File: src/rtl/div_pkg.sv
package div_pkg;
  typedef enum logic {
    MODE_RESTORE    = 1'b0,
    MODE_NONRESTORE = 1'b1
  } div_mode_e;

  typedef enum logic {
    ST_IDLE = 1'b0,
    ST_RUN  = 1'b1
  } div_state_e;
endpackage

File: src/rtl/div_ctrl.sv
module div_ctrl #(
  parameter int WIDTH = 32
) (
  input  logic clk_i,
  input  logic rst_ni,
  input  logic start_i,
  input  logic zero_div_i,
  output logic load_o,
  output logic step_o,
  output logic last_o,
  output logic dbz_load_o,
  output logic busy_o,
  output logic done_o,
  output logic dbz_o
);
  import div_pkg::*;

  localparam int CW = $clog2(WIDTH + 1);
  localparam logic [CW-1:0] LAST_CNT = CW'(WIDTH - 1);

  div_state_e state_q;
  logic [CW-1:0] cnt_q;
  logic accept;

  assign accept     = (state_q == ST_IDLE) && start_i;
  assign load_o     = accept && !zero_div_i;
  assign dbz_load_o = accept && zero_div_i;
  assign step_o     = (state_q == ST_RUN);
  assign last_o     = step_o && (cnt_q == LAST_CNT);
  assign busy_o     = (state_q == ST_RUN);

  always_ff @(posedge clk_i or negedge rst_ni) begin
    if (!rst_ni) begin
      state_q <= ST_IDLE;
      cnt_q   <= '0;
      done_o  <= 1'b0;
      dbz_o   <= 1'b0;
    end else begin
      done_o <= last_o || dbz_load_o;
      if (accept) dbz_o <= zero_div_i;
      unique case (state_q)
        ST_IDLE: begin
          cnt_q <= '0;
          if (load_o) state_q <= ST_RUN;
        end
        ST_RUN: begin
          cnt_q <= cnt_q + 1'b1;
          if (last_o) state_q <= ST_IDLE;
        end
        default: state_q <= ST_IDLE;
      endcase
    end
  end
endmodule

File: src/rtl/div_step.sv
module div_step #(
  parameter int WIDTH = 32
) (
  input  logic                  mode_i,
  input  logic signed [WIDTH+1:0] hi_i,
  input  logic [WIDTH-1:0]      lo_i,
  input  logic [WIDTH-1:0]      div_i,
  output logic signed [WIDTH+1:0] hi_o,
  output logic [WIDTH-1:0]      lo_o
);
  import div_pkg::*;

  localparam int HW = WIDTH + 2;

  logic signed [HW-1:0] d_ext, t_sub, t_add, keep;
  logic qbit;
  logic unused_top;

  assign d_ext = $signed({2'b00, div_i});
  assign t_sub = hi_i - d_ext;
  assign t_add = hi_i + d_ext;

  always_comb begin
    if (div_mode_e'(mode_i) == MODE_NONRESTORE) begin
      // negative partial remainder: add this step instead of subtracting
      keep = hi_i[HW-1] ? t_add : t_sub;
      qbit = ~keep[HW-1];
    end else begin
      qbit = ~t_sub[HW-1];
      keep = qbit ? t_sub : hi_i;
    end
  end

  // keep fits in HW-1 bits signed, so dropping its top bit is lossless
  assign unused_top = keep[HW-1];
  assign hi_o = $signed({keep[HW-2:0], lo_i[WIDTH-1]});
  assign lo_o = {lo_i[WIDTH-2:0], qbit};
endmodule

File: src/rtl/div_fixup.sv
module div_fixup #(
  parameter int WIDTH = 32
) (
  input  logic                  mode_i,
  input  logic signed [WIDTH+1:0] hi_i,
  input  logic [WIDTH-1:0]      div_i,
  output logic [WIDTH-1:0]      rem_o
);
  import div_pkg::*;

  localparam int HW = WIDTH + 2;

  logic signed [HW-1:0] back, fixed;
  logic [1:0] unused_hi;

  // undo the extra left shift of the last step
  assign back = hi_i >>> 1;

  always_comb begin
    fixed = back;
    if (div_mode_e'(mode_i) == MODE_NONRESTORE && back[HW-1])
      fixed = back + $signed({2'b00, div_i});
  end

  assign unused_hi = fixed[HW-1:HW-2];
  assign rem_o = fixed[WIDTH-1:0];
endmodule

File: src/rtl/seq_divider.sv
module seq_divider #(
  parameter int WIDTH = 32
) (
  input  logic             clk_i,
  input  logic             rst_ni,
  input  logic             start_i,
  input  logic             mode_i,
  input  logic [WIDTH-1:0] dividend_i,
  input  logic [WIDTH-1:0] divisor_i,
  output logic             busy_o,
  output logic             done_o,
  output logic             div_by_zero_o,
  output logic [WIDTH-1:0] quotient_o,
  output logic [WIDTH-1:0] remainder_o
);
  localparam int HW = WIDTH + 2;

  logic load, step, last, dbz_load;
  logic signed [HW-1:0] hi_q, hi_nxt;
  logic [WIDTH-1:0] lo_q, lo_nxt, div_q, rem_fix;
  logic mode_q;

  div_ctrl #(.WIDTH(WIDTH)) u_ctrl (
    .clk_i      (clk_i),
    .rst_ni     (rst_ni),
    .start_i    (start_i),
    .zero_div_i (divisor_i == '0),
    .load_o     (load),
    .step_o     (step),
    .last_o     (last),
    .dbz_load_o (dbz_load),
    .busy_o     (busy_o),
    .done_o     (done_o),
    .dbz_o      (div_by_zero_o)
  );

  div_step #(.WIDTH(WIDTH)) u_step (
    .mode_i (mode_q),
    .hi_i   (hi_q),
    .lo_i   (lo_q),
    .div_i  (div_q),
    .hi_o   (hi_nxt),
    .lo_o   (lo_nxt)
  );

  div_fixup #(.WIDTH(WIDTH)) u_fix (
    .mode_i (mode_q),
    .hi_i   (hi_nxt),
    .div_i  (div_q),
    .rem_o  (rem_fix)
  );

  always_ff @(posedge clk_i or negedge rst_ni) begin
    if (!rst_ni) begin
      hi_q   <= '0;
      lo_q   <= '0;
      div_q  <= '0;
      mode_q <= 1'b0;
    end else if (load) begin
      // operands enter already shifted left by one
      hi_q   <= $signed({{(WIDTH+1){1'b0}}, dividend_i[WIDTH-1]});
      lo_q   <= {dividend_i[WIDTH-2:0], 1'b0};
      div_q  <= divisor_i;
      mode_q <= mode_i;
    end else if (step) begin
      hi_q <= hi_nxt;
      lo_q <= lo_nxt;
    end
  end

  always_ff @(posedge clk_i or negedge rst_ni) begin
    if (!rst_ni) begin
      quotient_o  <= '0;
      remainder_o <= '0;
    end else if (dbz_load) begin
      quotient_o  <= '1;
      remainder_o <= dividend_i;
    end else if (last) begin
      quotient_o  <= lo_nxt;
      remainder_o <= rem_fix;
    end
  end
endmodule

File: config.mk
export PLATFORM = sky130hd
export DESIGN_NAME = seq_divider
export DESIGN_NICKNAME = d
export VERILOG_FILES = /design/src/rtl/div_pkg.sv /design/src/rtl/div_ctrl.sv /design/src/rtl/div_step.sv /design/src/rtl/div_fixup.sv /design/src/rtl/seq_divider.sv
export SDC_FILE = /design/constraint.sdc
export NUM_CORES = 1
export LEC_CHECK = 0
export ABC_AREA = 1
export BUFFER_PORTS_ARGS = -buffer_cell sky130_fd_sc_hd__buf_2
export CAP_MARGIN = 30
export CORE_UTILIZATION = 60
export CTS_CLUSTER_SIZE = 8
export DETAILED_ROUTE_END_ITERATION = 8
export GPL_ROUTABILITY_DRIVEN = 0
export GPL_TIMING_DRIVEN = 1
export PLACE_DENSITY = 0.82
export SETUP_SLACK_MARGIN = 0.1
export SLEW_MARGIN = 15
export SYNTH_ARGS = -nofsm -noshare
export SYNTH_HDL_FRONTEND = slang
export SYNTH_SLANG_ARGS = --single-unit
File: constraint.sdc
create_clock -name clk_i -period 5.4 [get_ports clk_i]
set_input_delay 1.08 -clock clk_i [delete_from_list [all_inputs] [get_ports clk_i]]
set_output_delay 1.08 -clock clk_i [all_outputs]
set_load 0.02 [all_outputs]
==> results.md, run 1 <==
### Timing
* count of pins over their slew limit: 0
* fmax: 0.198 GHz
* final period utilization: 93.5%
* final critical path time including I/O delays and setup: 5.05 ns
* pin slew with the least headroom to its limit: 0.942 ns
* endpoints failing setup: 0
* Hold Fails Final Rpt: 0
* sum of negative setup slack: 0 ns
* RSZ-0062 raised after global routing: false
* setup slack of the critical path after layout: 0.352 ns
* maximum clock skew at final layout: 0.0150 ns
* minimum hold slack: 0.472 ns
* relative max-transition margin: 37.2%

### Final layout
* nets: 2,567
* number of antenna repair diodes: 0
* Area Overhead vs Synth: 9.16%
* ratio of cells with drive above 1 in the final layout: 10.5%
* commonest non-fill, non-tap cells in the layout: nand2_1, inv_1, nor2_1, dfrtp_1, nand3_1
* leading cell type in the layout, fill and taps excluded: nand2_1
* number of filler instances in the final layout: 2,158

### Worst setup path
* data arrival time of the critical path: 5.38 ns
* Critical Path Max Stage Delay: 0.54 ns
* beginning of the worst register-to-register path: div_q[31]
* critical path peak fanout: 19
* Setup crit start kind: flip-flop
* start-to-end type of the worst setup path: flip-flop to flip-flop
* destination of the worst register-to-register timing path: remainder_o[28]
* Crit. End Element: flip-flop
* critical path's most frequent cell: nand2_1
* cell with the biggest individual delay on the critical path: ha_1
* Reg2Reg Setup Slack: 0.35 ns
* data required time at the worst endpoint: 5.74 ns
* R2R cell count: 28

### Drt
* drt first pass iters: 9
* vias: 16,418
* overall routed net length: 50,500 um
* detailed-routed wire length on met3: 5360 um
* remaining design rule violation count: 2
* Post-DRT Antenna Nets: 0
* post-detailed-route via-to-cell ratio: 6.01
* met1 routed wirelength after detailed routing: 19,500 um
* met2 wire len: 22,600 um
* number of design-rule violations left by the first detailed-router iteration: 2,346
* routed length per instance: 18.5 um
* uppermost metal layer occupied by signal nets: met4

### Synthesis
* basic-gate share of the synthesized area counting and, or, nand and nor cells: 33.0%
* sequential share of the synthesized area: 28.5%
* Netlist cell types: 52
* cell area after technology mapping: 15,100 sq um
* number of flops mapped to enable cells by yosys: 0
* async set-or-reset flop fraction in the synthesized netlist: 100%
* fraction of synthesized area in multiplexers: 0%
* combinational family with the most area after synthesis: simple AND/OR/NAND/NOR gates
* synthesized instance count: 2,310
* count of yosys warnings during synthesis: 0
* Post-Synthesis Net Count: 2,480
* post-synthesis adder-cell area fraction: 8.61%
* parity-gate share of the synthesized area counting xor and xnor cells: 2.79%
* post-synthesis compound-gate area fraction: 14.6%
* mean post-synth cell area: 6.53 sq um
* main flop type after synthesis: dfrtp_1
* post-synthesis register bit count: 172

### Status
* run status: finished, violations left
* violated checks: DRC

### CTS
* TritonCTS clock tree: done
* H-tree depth: 4
* root buf cell: clkbuf_16
* post-CTS setup-driven buffer insertion count: 0
* clock network latency to the later pin of the worst-skew pair: 0.45 ns
* Clock Path Buffers: 2
* post-cts gate resize count: 0
* total of hold buffers inserted after clock tree synthesis: 0
* CTS Buf Count: 17
* clock edge transition at the registers on the reported setup and hold paths: 0.08 ns
* Clock Sinks: 172

### GRT
* via count of the first global-routing pass: 15,407
* global-route wire length before repair: 80,100 um
* residual overflow from global routing: 0
* number of antenna violations at the first check in global routing: 0
* Tot GR Track Use: 39.4%
* largest net degree at the start of global routing: 173

### Placed design
* number of buffer cells added on primary ports: 134
* worst setup timing slack at the placement stage: 0.520 ns
* placed wire-length estimate after detailed placement: 38,500 um

### Die
* effective utilization at floorplan: 61.6%
* Floorplan Core Area: 24,500 sq um
* number of placement rows: 57
* Die Ht: 161 um
* die area: 25,800 sq um
* number of top-level pins: 135
* Horiz. Die Dim: 161 um

### Min path
* instance count along the most critical hold path: 1
* worst hold path type: flip-flop to flip-flop
* startpoint of the tightest hold check path: u_ctrl.cnt_q[0]
* endpoint of the worst hold path: u_ctrl.cnt_q[0]

### Job
* Max Cap Violations: 0

## layer usage
layer | vias up | track usage, %
met4 | 0 | 23.2
met3 | 246 | 7.49
li1 | 7554 | -
met5 | - | 0
met2 | 1142 | 61.9
met1 | 7476 | 50.6
## cell families after synthesis
family,after synthesis
AO/OA/AOI/OAI,362
XOR/XNOR,48
adder cells (fa/ha/maj),102
buffers and inverters,473
flip-flops,172
AND/OR/NAND/NOR,1153
## synth_stat cells (5+ instances only)
cell      number  area (sq um)
xnor2_1       15           131
a21oi_1      129           646
nand2_1      680          2550
xor2_1        33           289
nand4_1       21           131
buf_1          7          26.3
nor3_1        18          90.1
buf_4         10          75.1
a22o_1        17           149
o21ai_0       89           445
nand2_2       22           138
o221ai_1      32           280
o22ai_1       30           188
nand3_1      170           851
o21bai_1      21           158
inv_1        383          1440
nor2_2         5          31.3
dfrtp_1      172          4300
ha_1          99          1240
buf_2         18          90.1
nand3_2       17           170
a21oi_2        9          78.8
nor2_1       182           683
and2_1         6          37.5
nor4_1        11          68.8
clkbuf_1      38           143
inv_2          6          22.5
nand3b_1       7          52.6
o211ai_1      14           105
## area by class of cell
class	count	area, sq um	area share (%)
Multi-Input combinational cell	1665	8900	54.1
Inverter	394	1480	9.00
Sequential cell	172	4300	26.1
Clock inverter	15	154	0.935
Clock buffer	17	425	2.58
Timing Repair Buffer	147	787	4.78
Tap cell	324	405	2.46
## critical path: cells and delay by family, from the launching register on
kind                       cells  cell delay [ns]
AOI/OAI and AO/OA              3             0.58
adders and majority gates      3             1.11
DFF                            1             0.39
buffers and inverters          4             0.45
and+or+nand+nor               18             2.39
## how the worst max path moves through the flow
stage / from / end / depth (start not counted)
2_1_floorplan: div_q[13] / remainder_o[20] / 32
3_3_place_gp: div_q[21] / remainder_o[25] / 26
3_5_place_dp: div_q[31] / remainder_o[22] / 28
4_1_cts: div_q[31] / remainder_o[22] / 28
5_1_grt: div_q[13] / remainder_o[20] / 32
6_report: div_q[31] / remainder_o[28] / 28
## per-stage QoR
| step | util (%) | cells | instance area, sq um |
|---|---|---|---|
| finish | 67.3 | 2734 | 16500 |
| global route | 67.3 | 2734 | 16500 |
| CTS | 67.3 | 2734 | 16500 |
| detailed placement | 64.9 | 2702 | 15900 |
| global placement | 64.9 | 2702 | 15900 |
| floorplan | - | 2310 | 15100 |
## flip-flops by register name (all words and copies together) (netlist names)
signal / flops
u_ctrl.dbz_o: 1
u_ctrl.cnt_q: 6
u_ctrl.done_o: 1
lo_q: 32
quotient_o: 32
u_ctrl.busy_o: 1
div_q: 32
mode_q: 1
hi_q: 34
remainder_o: 32
Power of run 1 is not shown: default switching activity piles up to over one toggle a cycle in this logic, so the estimate is an artifact.
==> run 2: changes to the inputs <==
--- a/config.mk
+++ b/config.mk
@@ -5,7 +5,6 @@
 export SDC_FILE = /design/constraint.sdc
 export NUM_CORES = 1
 export LEC_CHECK = 0
-export ABC_AREA = 1
 export BUFFER_PORTS_ARGS = -buffer_cell sky130_fd_sc_hd__buf_2
 export CAP_MARGIN = 30
 export CORE_UTILIZATION = 60
@@ -13,7 +12,7 @@
 export DETAILED_ROUTE_END_ITERATION = 8
 export GPL_ROUTABILITY_DRIVEN = 0
 export GPL_TIMING_DRIVEN = 1
-export PLACE_DENSITY = 0.82
+export PLACE_DENSITY = 0.83
 export SETUP_SLACK_MARGIN = 0.1
 export SLEW_MARGIN = 15
 export SYNTH_ARGS = -nofsm -noshare
==> results.md, run 2 <==
### Status
* run status: stopped before the end, was finished, violations left
* Exit stage: global routing
* first error: [ERROR GRT-0232] Routing congestion too high. Check the congestion heatmap in the GUI.

### GRT
* largest net degree at the start of global routing: 106
* Tot GR Track Use: 63.8%
* residual overflow from global routing: 46

### CTS
* root buf cell: clkbuf_16, unchanged
* CTS Buf Count: 17, unchanged
* Clock Path Buffers: 2, unchanged
* Clock Sinks: 172, unchanged
* H-tree depth: 4, unchanged

### Die
* effective utilization at floorplan: 61.2%, was 61.6%
* Horiz. Die Dim: 151 um, was 161 um
* number of top-level pins: 135, unchanged
* Die Ht: 151 um, was 161 um
* number of placement rows: 54, was 57

### Placed design
* number of buffer cells added on primary ports: 134, unchanged
* cell area reported after detailed placement: 16,000 sq um, was 15,900 sq um
* placed wire-length estimate after detailed placement: 35,400 um, was 38,500 um

### Timing
* Worst End Pin Type: register data pin
* last worst endpoint in the global-route repair_timing: remainder_o[31]$_DFFE_PN0P_/D

### Synthesis
* main flop type after synthesis: dfrtp_1, unchanged
* mean post-synth cell area: 8.12 sq um, was 6.53 sq um
* Post-Synthesis Net Count: 1,816, was 2,480
* synthesized instance count: 1,646, was 2,310
* most frequent cell after synthesis: nand2_1, unchanged
* count of yosys warnings during synthesis: 0, unchanged
* cell area after technology mapping: 13,400 sq um, was 15,100 sq um
* async set-or-reset flop fraction in the synthesized netlist: 100%, unchanged
* area share of the leading cell type in the synthesized netlist: 32.2%, was 28.5%
* commonest cells in the netlist: nand2_1, dfrtp_1, o21ai_0, was nand2_1, inv_1, nor2_1
* leading area contributor after synthesis: dfrtp_1, unchanged
* post-synthesis register bit count: 172, unchanged
* number of flops mapped to enable cells by yosys: 0, unchanged
* sequential share of the synthesized area: 32.2%, was 28.5%
* top cells by area, synth: dfrtp_1, ha_1, nand2_1, was dfrtp_1, nand2_1, inv_1
* Netlist cell types: 80, was 52

==> run 2: per-stage QoR <==
step	setup WS (ns)	hold slack, ns	cells	setup TNS, ns
global placement	-0.0545	0.444	2218	-0.0633
floorplan	0.0971	0.425	1646	0
CTS	-0.0352	0.456	2261	-0.0352
detailed placement	-0.324	0.444	2219	-0.696
==> run 2: cell families after synthesis <==
logic type	Yosys count	share of synthesized area (%)
flops	172	32.2
buf+inv	186	5.62
simple gates	530	18.2
compound gates	572	28.5
mux	28	2.13
xor+xnor	56	3.67
fa+ha+maj	102	9.72
==> run 2: layer usage <==
layer  GRT overflow  track usage, %
met5              0            12.3
met4             20            61.5
met3              4            49.1
met2             21            79.9
met1              1            64.9
==> run 2: what timing repair did <==
action	CTS
gates cloned	1
setup endpoints to repair	15
buffers inserted	9
resized for setup	45
hold buffers	0
pin swaps	39
==> run 3: changes to the inputs <==
--- a/config.mk
+++ b/config.mk
@@ -7,13 +7,11 @@
 export LEC_CHECK = 0
 export BUFFER_PORTS_ARGS = -buffer_cell sky130_fd_sc_hd__buf_2
 export CAP_MARGIN = 30
-export CORE_UTILIZATION = 60
-export CTS_CLUSTER_SIZE = 8
+export CORE_UTILIZATION = 40
 export DETAILED_ROUTE_END_ITERATION = 8
 export GPL_ROUTABILITY_DRIVEN = 0
 export GPL_TIMING_DRIVEN = 1
-export PLACE_DENSITY = 0.83
-export SETUP_SLACK_MARGIN = 0.1
+export PLACE_DENSITY_LB_ADDON = 0.15
 export SLEW_MARGIN = 15
 export SYNTH_ARGS = -nofsm -noshare
 export SYNTH_HDL_FRONTEND = slang
==> results.md, run 3 <==
### Die
* Floorplan Core Area: 32,700 sq um
* Horiz. Die Dim: 185 um, was 151 um
* die area: 34,100 sq um
* number of top-level pins: 135, unchanged
* number of placement rows: 66, was 54
* effective utilization at floorplan: 40.9%, was 61.2%
* Die Ht: 185 um, was 151 um

### Synthesis
* main flop type after synthesis: dfrtp_1, unchanged
* post-synthesis register bit count: 172, unchanged
* mean post-synth cell area: 8.12 sq um, unchanged
* Post-Synthesis Net Count: 1,816, unchanged
* number of flops mapped to enable cells by yosys: 0, unchanged
* most frequent cell after synthesis: nand2_1, unchanged
* top cells by area, synth: dfrtp_1, ha_1, nand2_1, unchanged
* area share of the leading cell type in the synthesized netlist: 32.2%, unchanged
* count of yosys warnings during synthesis: 0, unchanged
* sequential share of the synthesized area: 32.2%, unchanged
* commonest cells in the netlist: nand2_1, dfrtp_1, o21ai_0, unchanged
* Netlist cell types: 80, unchanged
* cell area after technology mapping: 13,400 sq um, unchanged
* synthesized instance count: 1,646, unchanged
* leading area contributor after synthesis: dfrtp_1, unchanged
* async set-or-reset flop fraction in the synthesized netlist: 100%, unchanged

### Drt
* vias: 14,499
* drt first pass iters: 6
* post-detailed-route via-to-cell ratio: 5.79
* routed length per instance: 20.5 um
* number of design-rule violations left by the first detailed-router iteration: 1,319
* overall routed net length: 51,400 um
* Post-DRT Antenna Nets: 0
* remaining design rule violation count: 0

### Final layout
* nets: 2,219
* summed area of non-filler cells in the final layout: 18,000 sq um
* largest register by flop count: hi_q
* leading cell type in the layout, fill and taps excluded: buf_4
* number of antenna repair diodes: 0
* ratio of cells with drive above 1 in the final layout: 30.5%
* flip-flop count of the largest register, all copies and words added: 34
* Area Overhead vs Synth: 34.9%
* commonest non-fill, non-tap cells in the layout: buf_4, nand2_1, dfrtp_1, o21ai_0, buf_2

### Min path
* worst hold path type: input pin to async pin

### CTS
* H-tree depth: 4, unchanged
* clock edge transition at the registers on the reported setup and hold paths: 0.08 ns
* total of hold buffers inserted after clock tree synthesis: 0, unchanged
* TritonCTS clock tree: done
* clock network latency to the later pin of the worst-skew pair: 0.45 ns
* CTS Buf Count: 17, unchanged
* Clock Path Buffers: 2, unchanged
* Clock Sinks: 172, unchanged
* root buf cell: clkbuf_16, unchanged

### Timing
* pin slew with the least headroom to its limit: 0.827 ns
* count of pins over their slew limit: 0
* RSZ-0062 raised after global routing: true
* Hold Fails Final Rpt: 0
* relative max-transition margin: 44.9%
* endpoints failing setup: 0
* fmax: 0.187 GHz
* final period utilization: 98.9%
* final critical path time including I/O delays and setup: 5.34 ns
* maximum clock skew at final layout: 0.0131 ns

### Worst setup path
* R2R cell count: 23
* Reg2Reg Setup Slack: 0.06 ns
* data required time at the worst endpoint: 5.78 ns
* beginning of the worst register-to-register path: div_q[16]
* destination of the worst register-to-register timing path: remainder_o[31]
* data arrival time of the critical path: 5.71 ns
* start-to-end type of the worst setup path: flip-flop to flip-flop
* Setup crit start kind: flip-flop
* critical path peak fanout: 8
* Crit. End Element: flip-flop

### GRT
* residual overflow from global routing: 0
* via count of the first global-routing pass: 14,180
* Tot GR Track Use: 29.5%
* number of antenna violations at the first check in global routing: 1
* largest net degree at the start of global routing: 89
* global-route wire length before repair: 77,500 um

### Placed design
* placed wire-length estimate after detailed placement: 38,400 um, was 35,400 um
* number of buffer cells added on primary ports: 134, unchanged
* cell area reported after detailed placement: 16,600 sq um, was 16,000 sq um

### Job
* Max Cap Violations: 0

### Status
* run status: complete, no violations, was stopped before the end

## run 3: cell counts after synthesis
No cell type changed its count.
## run 3: cell type report
type,count,area [sq um]
clock buffer,18,429
clock inverter,14,159
fill,3083,14700
inverter,90,338
multi-input combinational,1289,8870
sequential,172,4310
tap,442,553
timing repair buffer,479,3370
## run 3: logic make-up (layout without fill, tap and decap cells)
family,Yosys count,count (layout),share of synthesized area [%]
compound gates,572,572,28.5
xor+xnor,56,56,3.67
fa+ha+maj,102,102,9.72
buf+inv,186,601,5.62
flops,172,172,32.2
mux,28,28,2.13
simple gates,530,531,18.2
## run 3: worst max-delay path: stages (launching register included)
cell and delay (ns):
dfrtp_1 0.35, inv_1 0.08, ha_4 0.28, and2_4 0.14
o21ai_2 0.05, and2_4 0.16, or4_4 0.57, o2111a_2 0.33
or3_4 0.47, buf_6 0.18, o221a_2 0.24, o22ai_1 0.21
inv_1 0.08, ha_1 0.32, buf_4 0.13, and3_1 0.21
nand4_1 0.16, o21ai_2 0.21, o21ai_2 0.10, o31ai_2 0.26
o41ai_2 0.11, xnor2_1 0.15, a2111o_1 0.41, nand3_1 0.07
## run 3: timing repair
item,CTS,global route
gates resized for setup,22,87
cloned,0,1
pin swaps,6,49
buffers inserted,1,26
setup endpoints to repair,5,17
endpoints found under the hold margin,0,0
## run 3: through the flow
step	setup WS [ns]	hold WS [ns]	utilization, %	instances	TNS [ns]
after floorplan	0.00464	0.425	-	1646	0
after global placement	-0.0458	0.441	50.9	2444	-0.0458
after detailed placement	-0.149	0.464	50.9	2444	-0.209
after CTS	0.00747	0.475	53.0	2477	0
after global routing	-0.155	0.418	55.1	2504	-0.802
final	0.0608	0.425	55.1	2504	0
## run 3: per-layer routing
metal	GRT usage [%]	part of all wire, %
met1	36.3	42
met2	49.9	48
met3	4.09	5.3
met4	15.8	4.8
met5	0	0.021
## run 3: worst max path at each step
stage,depth (start not counted),startpoint,to
finish,23,div_q[16],remainder_o[31]
floorplan,25,hi_q[16],remainder_o[31]
detailed placement,22,hi_q[26],remainder_o[31]
global route,26,div_q[15],remainder_o[30]
CTS,27,div_q[1],remainder_o[31]
global placement,20,hi_q[21],remainder_o[31]
Power of run 3 is left out for the same reason.
